$ cat config.mk
export PLATFORM = sky130hd
export DESIGN_NAME = mem_pattern_bist
export DESIGN_NICKNAME = d
export VERILOG_FILES = /design/src/rtl/mpt_pkg.sv /design/src/rtl/mpt_pattern.sv /design/src/rtl/mpt_err_capture.sv /design/src/rtl/mem_pattern_bist.sv
export SDC_FILE = /design/constraint.sdc
export NUM_CORES = 1
export LEC_CHECK = 0
export CORE_ASPECT_RATIO = 0.7
export CORE_MARGIN = 5
export CORE_UTILIZATION = 35
export DETAILED_ROUTE_END_ITERATION = 8
export PLACE_DENSITY_LB_ADDON = 0.08
export SYNTH_ARGS = -nofsm -noshare
export SYNTH_HDL_FRONTEND = slang
export SYNTH_HIERARCHICAL = 1
export SYNTH_SLANG_ARGS = --single-unit
$ cat constraint.sdc
create_clock -name clk -period 5.9 [get_ports clk]
set_input_delay 1.18 -clock clk [delete_from_list [all_inputs] [get_ports clk]]
set_output_delay 1.18 -clock clk [all_outputs]
set_load 0.02 [all_outputs]
$ cat src/rtl/mpt_pkg.sv
package mpt_pkg;

    typedef enum logic [2:0] {
        ST_IDLE,
        ST_WRITE,
        ST_RD_REQ,
        ST_RD_WAIT,
        ST_PH_END,
        ST_FINISH
    } mpt_state_e;

    // Order of the enum is the order the phases run in.
    typedef enum logic [1:0] {
        PH_CHECKER,
        PH_BYTE,
        PH_HALF,
        PH_WORD
    } mpt_phase_e;

    localparam int unsigned LANES = 4;
    localparam int unsigned DW    = 8 * LANES;

    localparam logic [DW-1:0] CHK_EVEN = 32'hAA55_AA55;
    localparam logic [DW-1:0] CHK_ODD  = 32'h55AA_55AA;

    // log2 of locations per word for each phase
    function automatic logic [1:0] loc_shift(mpt_phase_e ph);
        unique case (ph)
            PH_BYTE: return 2'd2;
            PH_HALF: return 2'd1;
            default: return 2'd0;
        endcase
    endfunction

endpackage

$ cat src/rtl/mpt_pattern.sv
module mpt_pattern
    import mpt_pkg::*;
#(
    parameter int unsigned AW = 12,
    parameter int unsigned IW = 10
) (
    input  mpt_phase_e       phase_i,
    input  logic [IW-1:0]    idx_i,
    input  logic [AW-1:0]    base_i,
    output logic [AW-1:0]    addr_o,
    output logic [DW-1:0]    data_o,
    output logic [LANES-1:0] be_o,
    output logic [DW-1:0]    lane_mask_o
);

    logic [IW-1:0] word_idx;

    always_comb begin
        unique case (phase_i)
            PH_CHECKER: begin
                word_idx = idx_i;
                be_o     = '1;
                data_o   = idx_i[0] ? CHK_ODD : CHK_EVEN;
            end
            PH_BYTE: begin
                word_idx = idx_i >> 2;
                be_o     = 4'b0001 << idx_i[1:0];
                data_o   = {LANES{8'(idx_i)}};
            end
            PH_HALF: begin
                word_idx = idx_i >> 1;
                be_o     = idx_i[0] ? 4'b1100 : 4'b0011;
                data_o   = {2{16'(idx_i)}};
            end
            PH_WORD: begin
                word_idx = idx_i;
                be_o     = '1;
                data_o   = DW'(idx_i);
            end
            default: begin
                word_idx = '0;
                be_o     = '0;
                data_o   = '0;
            end
        endcase
    end

    assign addr_o = base_i + AW'(word_idx);

    for (genvar g = 0; g < LANES; g++) begin : g_lane
        assign lane_mask_o[8*g +: 8] = {8{be_o[g]}};
    end

endmodule

$ cat src/rtl/mpt_err_capture.sv
module mpt_err_capture
    import mpt_pkg::*;
#(
    parameter int unsigned AW = 12
) (
    input  logic          clk,
    input  logic          rst_n,
    input  logic          clear_i,
    input  logic          cmp_en_i,
    input  logic [AW-1:0] addr_i,
    input  logic [DW-1:0] exp_i,
    input  logic [DW-1:0] obs_i,
    output logic          err_o,
    output logic [AW-1:0] first_addr_o,
    output logic [DW-1:0] first_exp_o,
    output logic [DW-1:0] first_obs_o
);

    logic mismatch;
    assign mismatch = cmp_en_i && (exp_i != obs_i);

    always_ff @(posedge clk or negedge rst_n) begin
        if (!rst_n) begin
            err_o        <= 1'b0;
            first_addr_o <= '0;
            first_exp_o  <= '0;
            first_obs_o  <= '0;
        end else if (clear_i) begin
            err_o        <= 1'b0;
            first_addr_o <= '0;
            first_exp_o  <= '0;
            first_obs_o  <= '0;
        end else if (mismatch && !err_o) begin
            err_o        <= 1'b1;
            first_addr_o <= addr_i;
            first_exp_o  <= exp_i;
            first_obs_o  <= obs_i;
        end
    end

    AST_FIRST_KEPT: assert property (@(posedge clk) disable iff (!rst_n)
        (err_o && !clear_i) |=> ($stable(first_addr_o) && $stable(first_exp_o)
                                 && $stable(first_obs_o)));

    AST_ERR_STICKY: assert property (@(posedge clk) disable iff (!rst_n)
        (err_o && !clear_i) |=> err_o);

endmodule

$ cat src/rtl/mem_pattern_bist.sv
module mem_pattern_bist
    import mpt_pkg::*;
#(
    parameter int unsigned AW = 12,
    parameter int unsigned LW = 8
) (
    input  logic              clk,
    input  logic              rst_n,
    input  logic              start_i,
    input  logic [AW-1:0]     base_i,
    input  logic [LW-1:0]     len_words_i,
    output logic [AW-1:0]     mem_addr_o,
    output logic [31:0]       mem_wdata_o,
    output logic [3:0]        mem_be_o,
    output logic              mem_we_o,
    output logic              mem_re_o,
    input  logic [31:0]       mem_rdata_i,
    input  logic              mem_rvalid_i,
    output logic              done_o,
    output logic              pass_o,
    output logic [AW-1:0]     fail_addr_o,
    output logic [31:0]       fail_exp_o,
    output logic [31:0]       fail_obs_o
);

    localparam int unsigned IW = LW + 2;

    mpt_state_e    state_q, state_d;
    mpt_phase_e    phase_q;
    logic [IW-1:0] idx_q;
    logic [IW-1:0] loc_count;
    logic [AW-1:0] base_q;
    logic [LW-1:0] len_q;
    logic          pass_q;
    logic          at_last;
    logic          accept;
    logic          cmp_en;
    logic          err;

    logic [DW-1:0] pat_data;
    logic [DW-1:0] lane_mask;
    logic [AW-1:0] pat_addr;
    logic [3:0]    pat_be;

    assign loc_count = IW'(len_q) << loc_shift(phase_q);
    assign at_last   = (idx_q == loc_count - IW'(1));
    assign accept    = (state_q == ST_IDLE) && start_i;
    assign cmp_en    = (state_q == ST_RD_WAIT) && mem_rvalid_i;

    mpt_pattern #(.AW(AW), .IW(IW)) u_pattern (
        .phase_i     (phase_q),
        .idx_i       (idx_q),
        .base_i      (base_q),
        .addr_o      (pat_addr),
        .data_o      (pat_data),
        .be_o        (pat_be),
        .lane_mask_o (lane_mask)
    );

    mpt_err_capture #(.AW(AW)) u_capture (
        .clk          (clk),
        .rst_n        (rst_n),
        .clear_i      (accept),
        .cmp_en_i     (cmp_en),
        .addr_i       (pat_addr),
        .exp_i        (pat_data & lane_mask),
        .obs_i        (mem_rdata_i & lane_mask),
        .err_o        (err),
        .first_addr_o (fail_addr_o),
        .first_exp_o  (fail_exp_o),
        .first_obs_o  (fail_obs_o)
    );

    // next-state logic
    always_comb begin
        state_d = state_q;
        unique case (state_q)
            ST_IDLE:    if (start_i) state_d = (len_words_i == '0) ? ST_FINISH : ST_WRITE;
            ST_WRITE:   if (at_last) state_d = ST_RD_REQ;
            ST_RD_REQ:  state_d = ST_RD_WAIT;
            ST_RD_WAIT: if (mem_rvalid_i) state_d = at_last ? ST_PH_END : ST_RD_REQ;
            ST_PH_END:  state_d = (err || phase_q == PH_WORD) ? ST_FINISH : ST_WRITE;
            ST_FINISH:  state_d = ST_IDLE;
            default:    state_d = ST_IDLE;
        endcase
    end

    // state register and sequencing counters
    always_ff @(posedge clk or negedge rst_n) begin
        if (!rst_n) begin
            state_q <= ST_IDLE;
            phase_q <= PH_CHECKER;
            idx_q   <= '0;
            base_q  <= '0;
            len_q   <= '0;
            pass_q  <= 1'b0;
        end else begin
            state_q <= state_d;
            unique case (state_q)
                ST_IDLE: if (start_i) begin
                    base_q  <= base_i;
                    len_q   <= len_words_i;
                    phase_q <= PH_CHECKER;
                    idx_q   <= '0;
                    pass_q  <= (len_words_i == '0);
                end
                ST_WRITE:   idx_q <= at_last ? '0 : idx_q + IW'(1);
                ST_RD_WAIT: if (mem_rvalid_i && !at_last) idx_q <= idx_q + IW'(1);
                ST_PH_END: begin
                    pass_q <= !err && (phase_q == PH_WORD);
                    if (!err && phase_q != PH_WORD) begin
                        phase_q <= mpt_phase_e'(phase_q + 2'd1);
                        idx_q   <= '0;
                    end
                end
                default: ;
            endcase
        end
    end

    // outputs
    always_comb begin
        mem_addr_o  = pat_addr;
        mem_wdata_o = pat_data;
        mem_be_o    = pat_be;
        mem_we_o    = (state_q == ST_WRITE);
        mem_re_o    = (state_q == ST_RD_REQ);
        done_o      = (state_q == ST_FINISH);
        pass_o      = pass_q;
    end

    AST_DONE_PULSE: assert property (@(posedge clk) disable iff (!rst_n)
        done_o |=> !done_o);

    AST_PASS_CLEAN: assert property (@(posedge clk) disable iff (!rst_n)
        (done_o && pass_o) |-> !err);

    AST_ONE_READ: assert property (@(posedge clk) disable iff (!rst_n)
        mem_re_o |=> !mem_re_o);

    AST_WAIT_VALID: assert property (@(posedge clk) disable iff (!rst_n)
        ((state_q == ST_RD_WAIT) && !mem_rvalid_i) |=> !mem_re_o);

    AST_NO_MIXED: assert property (@(posedge clk) disable iff (!rst_n)
        !(mem_we_o && mem_re_o));

    AST_BYTE_LANE: assert property (@(posedge clk) disable iff (!rst_n)
        (mem_we_o && phase_q == PH_BYTE) |-> ($countones(mem_be_o) == 1));

    AST_HALF_LANES: assert property (@(posedge clk) disable iff (!rst_n)
        (mem_we_o && phase_q == PH_HALF) |-> ($countones(mem_be_o) == 2));

    AST_STOP_ON_FAIL: assert property (@(posedge clk) disable iff (!rst_n)
        ((state_q == ST_PH_END) && err) |=> (done_o && !pass_o));

endmodule

==> run_results.csv, run 1 <==
group,metric,value,unit
clock_tree,cts_made_buffers,17,
final_layout,fin_cells,1352,
sta,finalCritPeriodShare,0.907,
sta,slew_headroom,0.403,
die,coreArea,23500,um^2
synth,synth_fp_nets,968,
pwr,pwr-share-comb,0.581,
pwr,p_sw,2.55,mW
critical_path,crit_type,"flip-flop to output port",
critical_path,required,4.72,ns
critical_path,path_max_fanout,11,
clock_tree,clkLatencyLatePin,0.42,ns
die,dieHeight,139,um
grt,grt_first_pass_wirelength,39200,um
placed_design,dp.cells,1316,
synth,synth_warnings,6,
pwr,switching_share,0.427,
grt,track_usage,0.184,
drt,dr.pass1.iters,5,
synth,synth_area_per_cell,9.36,um^2
sta,period_needed,5.35,ns
clock_tree,cts.sinks,113,
grt,grt_overflow,0,
pwr,leakage,4.36,nW
synth,synth_area_leaders,"dfrtp_1, nand2b_1, mux2i_1",
drt,drtIter0Drc,494,
critical_path,crit_arrival,4.17,ns
critical_path,worstSetupEndpointType,"output port",
die,die_w,194,um
pwr,powerDensity,553,nW/um^2
synth,synth_common_cells,"nand2b_1, dfrtp_1, mux2i_1",
clock_tree,h-tree-depth,4,
drt,post_drt_wl_per_cell,18.7,um
sta,whs,0.519,ns
critical_path,path_cells,"inv_1 -> ha_1 -> inv_1 -> a22oi_1 -> o21ai_0 -> ha_1 -> inv_1 -> fa_1 -> nor2b_4 -> o2111a_2 -> o2111a_1 -> a211o_1 -> clkdlybuf4s50_1",
grt,grt_pass1_vias,6472,
synth,yosys.cell_count.top_type,"nand2b_1",
final_layout,final_layout_size_suffix_gt1_frac,0.0825,
min_path,hold_path_class,"flip-flop to flip-flop",
die,start_util,0.354,
pwr,power.internal,3.43,mW
grt,grt_max_degree,175,
clock_tree,cts.clk_slew.worst_paths,0.06,ns
drt,drcViolationCount,0,
placed_design,place_hpwl,18200,um
synth,ys_seq_area_frac,0.340,
grt,antenna_found_initial,2,
clock_tree,cts_setup_buffers,0,
pwr,power.share.sequential,0.230,
clock_tree,cts_tree,"built",
synth,synthArstFlopShare,1.00,
synth,yosysTopAreaCellShare,0.340,
synth,syn_area,8330,um^2
synth,synthFlopType,"dfrtp_1",
sta,maxSlewViolCount,0,
final_layout,syn_to_final_growth,29.7,%
final_layout,nets,1095,
synth,ys_ff_latch,113,
status,outcome,"finished clean",
pwr,finalPower,5.98,mW
placed_design,place_congestion,0.851,
final_layout,final_util,0.459,
critical_path,cp_slowest_cell,"clkdlybuf4s50_1",
clock_tree,clk_path_buf_depth,2,
sta,finalSetupViolations,0,
critical_path,critPathLaunchType,"flip-flop",
clock_tree,ctsRootBufferMaster,"clkbuf_16",
sta,rsz0062_at_grt,"no",
clock_tree,ctsHoldBuffers,0,
pwr,p_clk_frac,0.189,
run,max_cap_violations,0,
sta,finClkSkew,0.0101,ns
die,die_area,27000,um^2
pwr,vdd_drop_max,0.000394,V
die,rows,47,
sta,worst_pin_slew,0.895,ns
drt,viasPerCell,4.83,
synth,yosys.area.top_type,"dfrtp_1",
critical_path,path_common_cell,"inv_1",
drt,wl,25200,um
drt,ant_nets,0,
sta,final-hold-violation-count,0,
synth,synth_edf_count,0,
synth,synth_cells,890,
critical_path,max_stage_delay,0.62,ns
die,io_pins,184,
sta,timing.fmax,187,MHz
sta,final.setup.tns,0,ns
placed_design,numPortBuffers,183,
drt,num_vias,6530,
synth,synth_cell_types,61,
clock_tree,cts_resized,0,
## through the flow
| stage | area, um^2 | setup WS [ns] |
|---|---|---|
| 2_1_floorplan | 8330 | 1.69 |
| 5_1_grt | 10800 | 0.270 |
| 3_3_place_gp | 10200 | 1.12 |
| 4_1_cts | 10800 | 0.537 |
| 6_report | 10800 | 0.550 |
| 3_5_place_dp | 10200 | 1.01 |
## cells by family after synthesis
logic type | count (synthesis) | share of synthesized area
buffers and inverters | 103 | 0.0699
XOR/XNOR | 56 | 0.0607
multiplexers | 109 | 0.142
flip-flops | 113 | 0.340
AO/OA/AOI/OAI | 112 | 0.0924
adder cells (fa/ha/maj) | 22 | 0.0340
AND/OR/NAND/NOR | 375 | 0.261
## path summary, 6_finish.rpt
path                       slack (ns)                         end  startpoint  cells past startpoint
max                              0.55              mem_addr_o[10]  phase_q[0]                     13
max in group asynchronous        4.32   u_capture/first_obs_o[31]       rst_n                      2
min reg2reg                      0.52                   base_q[8]   base_q[8]                      1
min in group asynchronous        0.91                  state_q[1]       rst_n                      2
min                              0.52                   base_q[8]   base_q[8]                      1
max reg2reg                      1.52  u_capture/first_addr_o[11]  phase_q[1]                     13
## per-layer routing
layer / GRT usage / vias up / part of all wire
met4: 0.0425 / 0 / 0.011
met3: 0.0493 / 17 / 0.056
met2: 0.244 / 171 / 0.39
met1: 0.293 / 3088 / 0.55
met5: 0 / - / 0
li1: - / 3254 / -
## layout make-up
type / count / area (um^2)
Clock buffer: 17 / 425
Antenna cell: 4 / 10.0
Multi-Input combinational cell: 674 / 4940
Inverter: 19 / 71.3
Clock inverter: 15 / 208
Timing Repair Buffer: 192 / 1920
Fill cell: 2334 / 12700
Tap cell: 318 / 398
Sequential cell: 113 / 2830
## sequential cells by signal (all words and copies together), names as in the netlist
| name | flops |
|---|---|
| state_q | 3 |
| phase_q | 2 |
| base_q | 12 |
| u_capture/first_addr_o | 12 |
| pass_o | 1 |
| u_capture/first_obs_o | 32 |
| u_capture/err_o | 1 |
| len_q | 8 |
| u_capture/first_exp_o | 32 |
| idx_q | 10 |
## worst max-delay path: cells and delay by family, from the launching register on
kind | cells | cell delay, ns
AND/OR/NAND/NOR | 1 | 0.14
adder cells (fa/ha/maj) | 3 | 1.06
AO/OA/AOI/OAI | 5 | 0.96
buffers and inverters | 4 | 1.07
flip-flops | 1 | 0.52
## power by group through the flow
| stage | Clock [mW] | Sequential, mW | Combinational, mW |
|---|---|---|---|
| after floorplan | 0 | 1.56 | 1.91 |
| after global placement | 0 | 1.39 | 3.48 |
| after detailed placement | 0 | 1.39 | 3.47 |
| after CTS | 1.16 | 1.38 | 3.50 |
| after global routing | 1.18 | 1.43 | 3.76 |
| final | 1.13 | 1.38 | 3.47 |
## layout by cell type (no fill, tap or decap), types with 5 or more instances in the layout
cell type | synthesis | layout
a21oi_1 | 17 | 16
dfrtp_1 | 113 | 113
and3_1 | 8 | 8
nand2b_1 | 158 | 158
xnor2_1 | 50 | 50
nor2_1 | 21 | 21
mux4_2 | 5 | 5
mux2_2 | 24 | 24
buf_4 | 38 | 8
clkdlybuf4s50_1 | 0 | 182
clkbuf_16 | 0 | 17
and2_1 | 68 | 68
ha_1 | 21 | 21
a22oi_1 | 7 | 7
nand4_1 | 10 | 10
o21ai_0 | 26 | 24
nor3_1 | 7 | 7
nand2_1 | 52 | 52
nand3_1 | 17 | 17
a21boi_0 | 5 | 5
xor2_1 | 5 | 5
mux2i_1 | 80 | 80
nor2b_1 | 12 | 12
a21o_1 | 18 | 18
inv_1 | 19 | 19
Power figures use the tool's default switching activity.
==> run 2, diff against run 1 <==
Settings changed: GPL_ROUTABILITY_DRIVEN set to 0.
==> results of run 2 <==
No change in the layout: final DEF, timing and power equal those of run 1.
==> run 3, diff against run 2 <==
--- a/constraint.sdc
+++ b/constraint.sdc
@@ -3,2 +3,2 @@
 set_output_delay 1.18 -clock clk [all_outputs]
-set_load 0.02 [all_outputs]
+set_load 0.1 [all_outputs]
==> run_results.csv, run 3 (synthesized netlist as in run 1, its figures left out) <==
group,metric,value,unit
status,outcome,"finished clean",
clock_tree,cts_resized,0,
grt,track_usage,0.187,
die,coreArea,23500,um^2
final_layout,fin_cells,1347,
placed_design,dp.cells,1315,
min_path,hold_path_class,"flip-flop to flip-flop",
drt,wl,25300,um
clock_tree,cts.sinks,113,
placed_design,numPortBuffers,183,
clock_tree,cts_tree,"built",
drt,ant_nets,0,
critical_path,crit_type,"flip-flop to output port",
sta,period_needed,5.11,ns
critical_path,path_max_fanout,26,
drt,drtIter0Drc,513,
clock_tree,cts_setup_buffers,0,
sta,timing.fmax,196,MHz
die,die_w,194,um
final_layout,nets,1094,
critical_path,worstSetupEndpointType,"output port",
sta,slew_headroom,0.292,
grt,grt_first_pass_wirelength,40100,um
drt,post_drt_wl_per_cell,18.8,um
drt,dr.pass1.iters,5,
clock_tree,ctsRootBufferMaster,"clkbuf_16",
min_path,min-delay-start,"base_q[3]",
sta,maxSlewViolCount,0,
final_layout,final_cell_mix,"clkdlybuf4s50_1, nand2b_1, dfrtp_1",
final_layout,final_layout_size_suffix_gt1_frac,0.0914,
critical_path,critPathLaunchType,"flip-flop",
clock_tree,clkLatencyLatePin,0.42,ns
clock_tree,h-tree-depth,4,
grt,antenna_found_initial,1,
clock_tree,ctsHoldBuffers,0,
drt,num_vias,6602,
die,rows,47,
sta,finalCritPeriodShare,0.866,
grt,grt_max_degree,175,
clock_tree,clk_path_buf_depth,2,
placed_design,place_hpwl,18500,um
sta,finalSetupViolations,0,
grt,grt_overflow,0,
sta,final-hold-violation-count,0,
sta,layout_setup_ws,0.789,ns
die,die_area,27000,um^2
final_layout,reg_top3,"u_capture/first_exp_o: 32 flops, u_capture/first_obs_o: 32 flops",
run,max_cap_violations,0,
sta,final.setup.tns,0,ns
die,io_pins,184,
critical_path,required,4.72,ns
die,start_util,0.354,
clock_tree,cts.clk_slew.worst_paths,0.05,ns
final_layout,final_util,0.455,
grt,grt_pass1_vias,6611,
final_layout,syn_to_final_growth,28.5,%
critical_path,r2r-start,"phase_q[1]",
final_layout,layout_commonest_cell,"clkdlybuf4s50_1",
clock_tree,cts_made_buffers,17,
drt,viasPerCell,4.90,
sta,rsz0062_at_grt,"no",
sta,worst_pin_slew,1.06,ns
critical_path,crit_arrival,3.93,ns
sta,finClkSkew,0.0149,ns
die,dieHeight,139,um
drt,drcViolationCount,0,
placed_design,place_ws,1.25,ns
critical_path,crit_path_start,"phase_q[1]",
final_layout,num_antenna_cells,0,
-- run 3: changes by cell type in the layout (fill, tap and decap cells not counted), moves of 2 or more --
cell             change
diode_2              -4
buf_4               +11
clkdlybuf4s50_1     -11
bufinv_16            -2
clkinv_4             +2
-- run 3: metal layers --
| metal | routed length [um] | share of wire | vias to the layer above | track usage |
|---|---|---|---|---|
| li1 | - | - | 3255 | - |
| met5 | 0 | 0 | - | 0 |
| met4 | 199 | 0.0079 | 0 | 0.0337 |
| met1 | 13800 | 0.55 | 3150 | 0.303 |
| met3 | 1550 | 0.061 | 13 | 0.0464 |
| met2 | 9710 | 0.38 | 184 | 0.247 |
-- run 3: layout make-up --
class                   instances  area (um^2)
fillers                      2315        12800
multi-input cells             674         4930
flip-flops and latches        113         2830
repair buffers                191         1870
clock buffers                  18          439
well taps                     318          398
clock inverters                14          156
inverters                      19         71.3
-- run 3: critical path, stage by stage, from the launching register on --
cell and delay (ns):
dfrtp_1 0.48, inv_1 0.14, ha_1 0.65, nor2b_1 0.24
o21ai_0 0.10, o21ai_1 0.50, buf_4 0.26, clkdlybuf4s50_1 1.14
-- run 3: through the flow --
stage	area, um^2	hold WS [ns]
floorplan	8330	0.487
global placement	10100	0.500
detailed placement	10100	0.506
CTS	10700	0.520
global route	10700	0.539
finish	10700	0.512
-- run 3: worst paths after layout --
check                                                 end  slack [ns]  cells past startpoint
worst min-delay path                            base_q[3]        0.51                      1
max in group asynchronous                      state_q[2]        3.73                      2
worst max-delay path                          mem_be_o[0]        0.79                      7
worst max register to register  u_capture/first_obs_o[23]        1.28                     14
worst min register to register                  base_q[3]        0.51                      1
min in group asynchronous                        len_q[1]        0.83                      1
Power of run 3 is left out: the tool's default activity adds up to more than one toggle a clock period on the data nets, which glitch-free logic cannot reach.
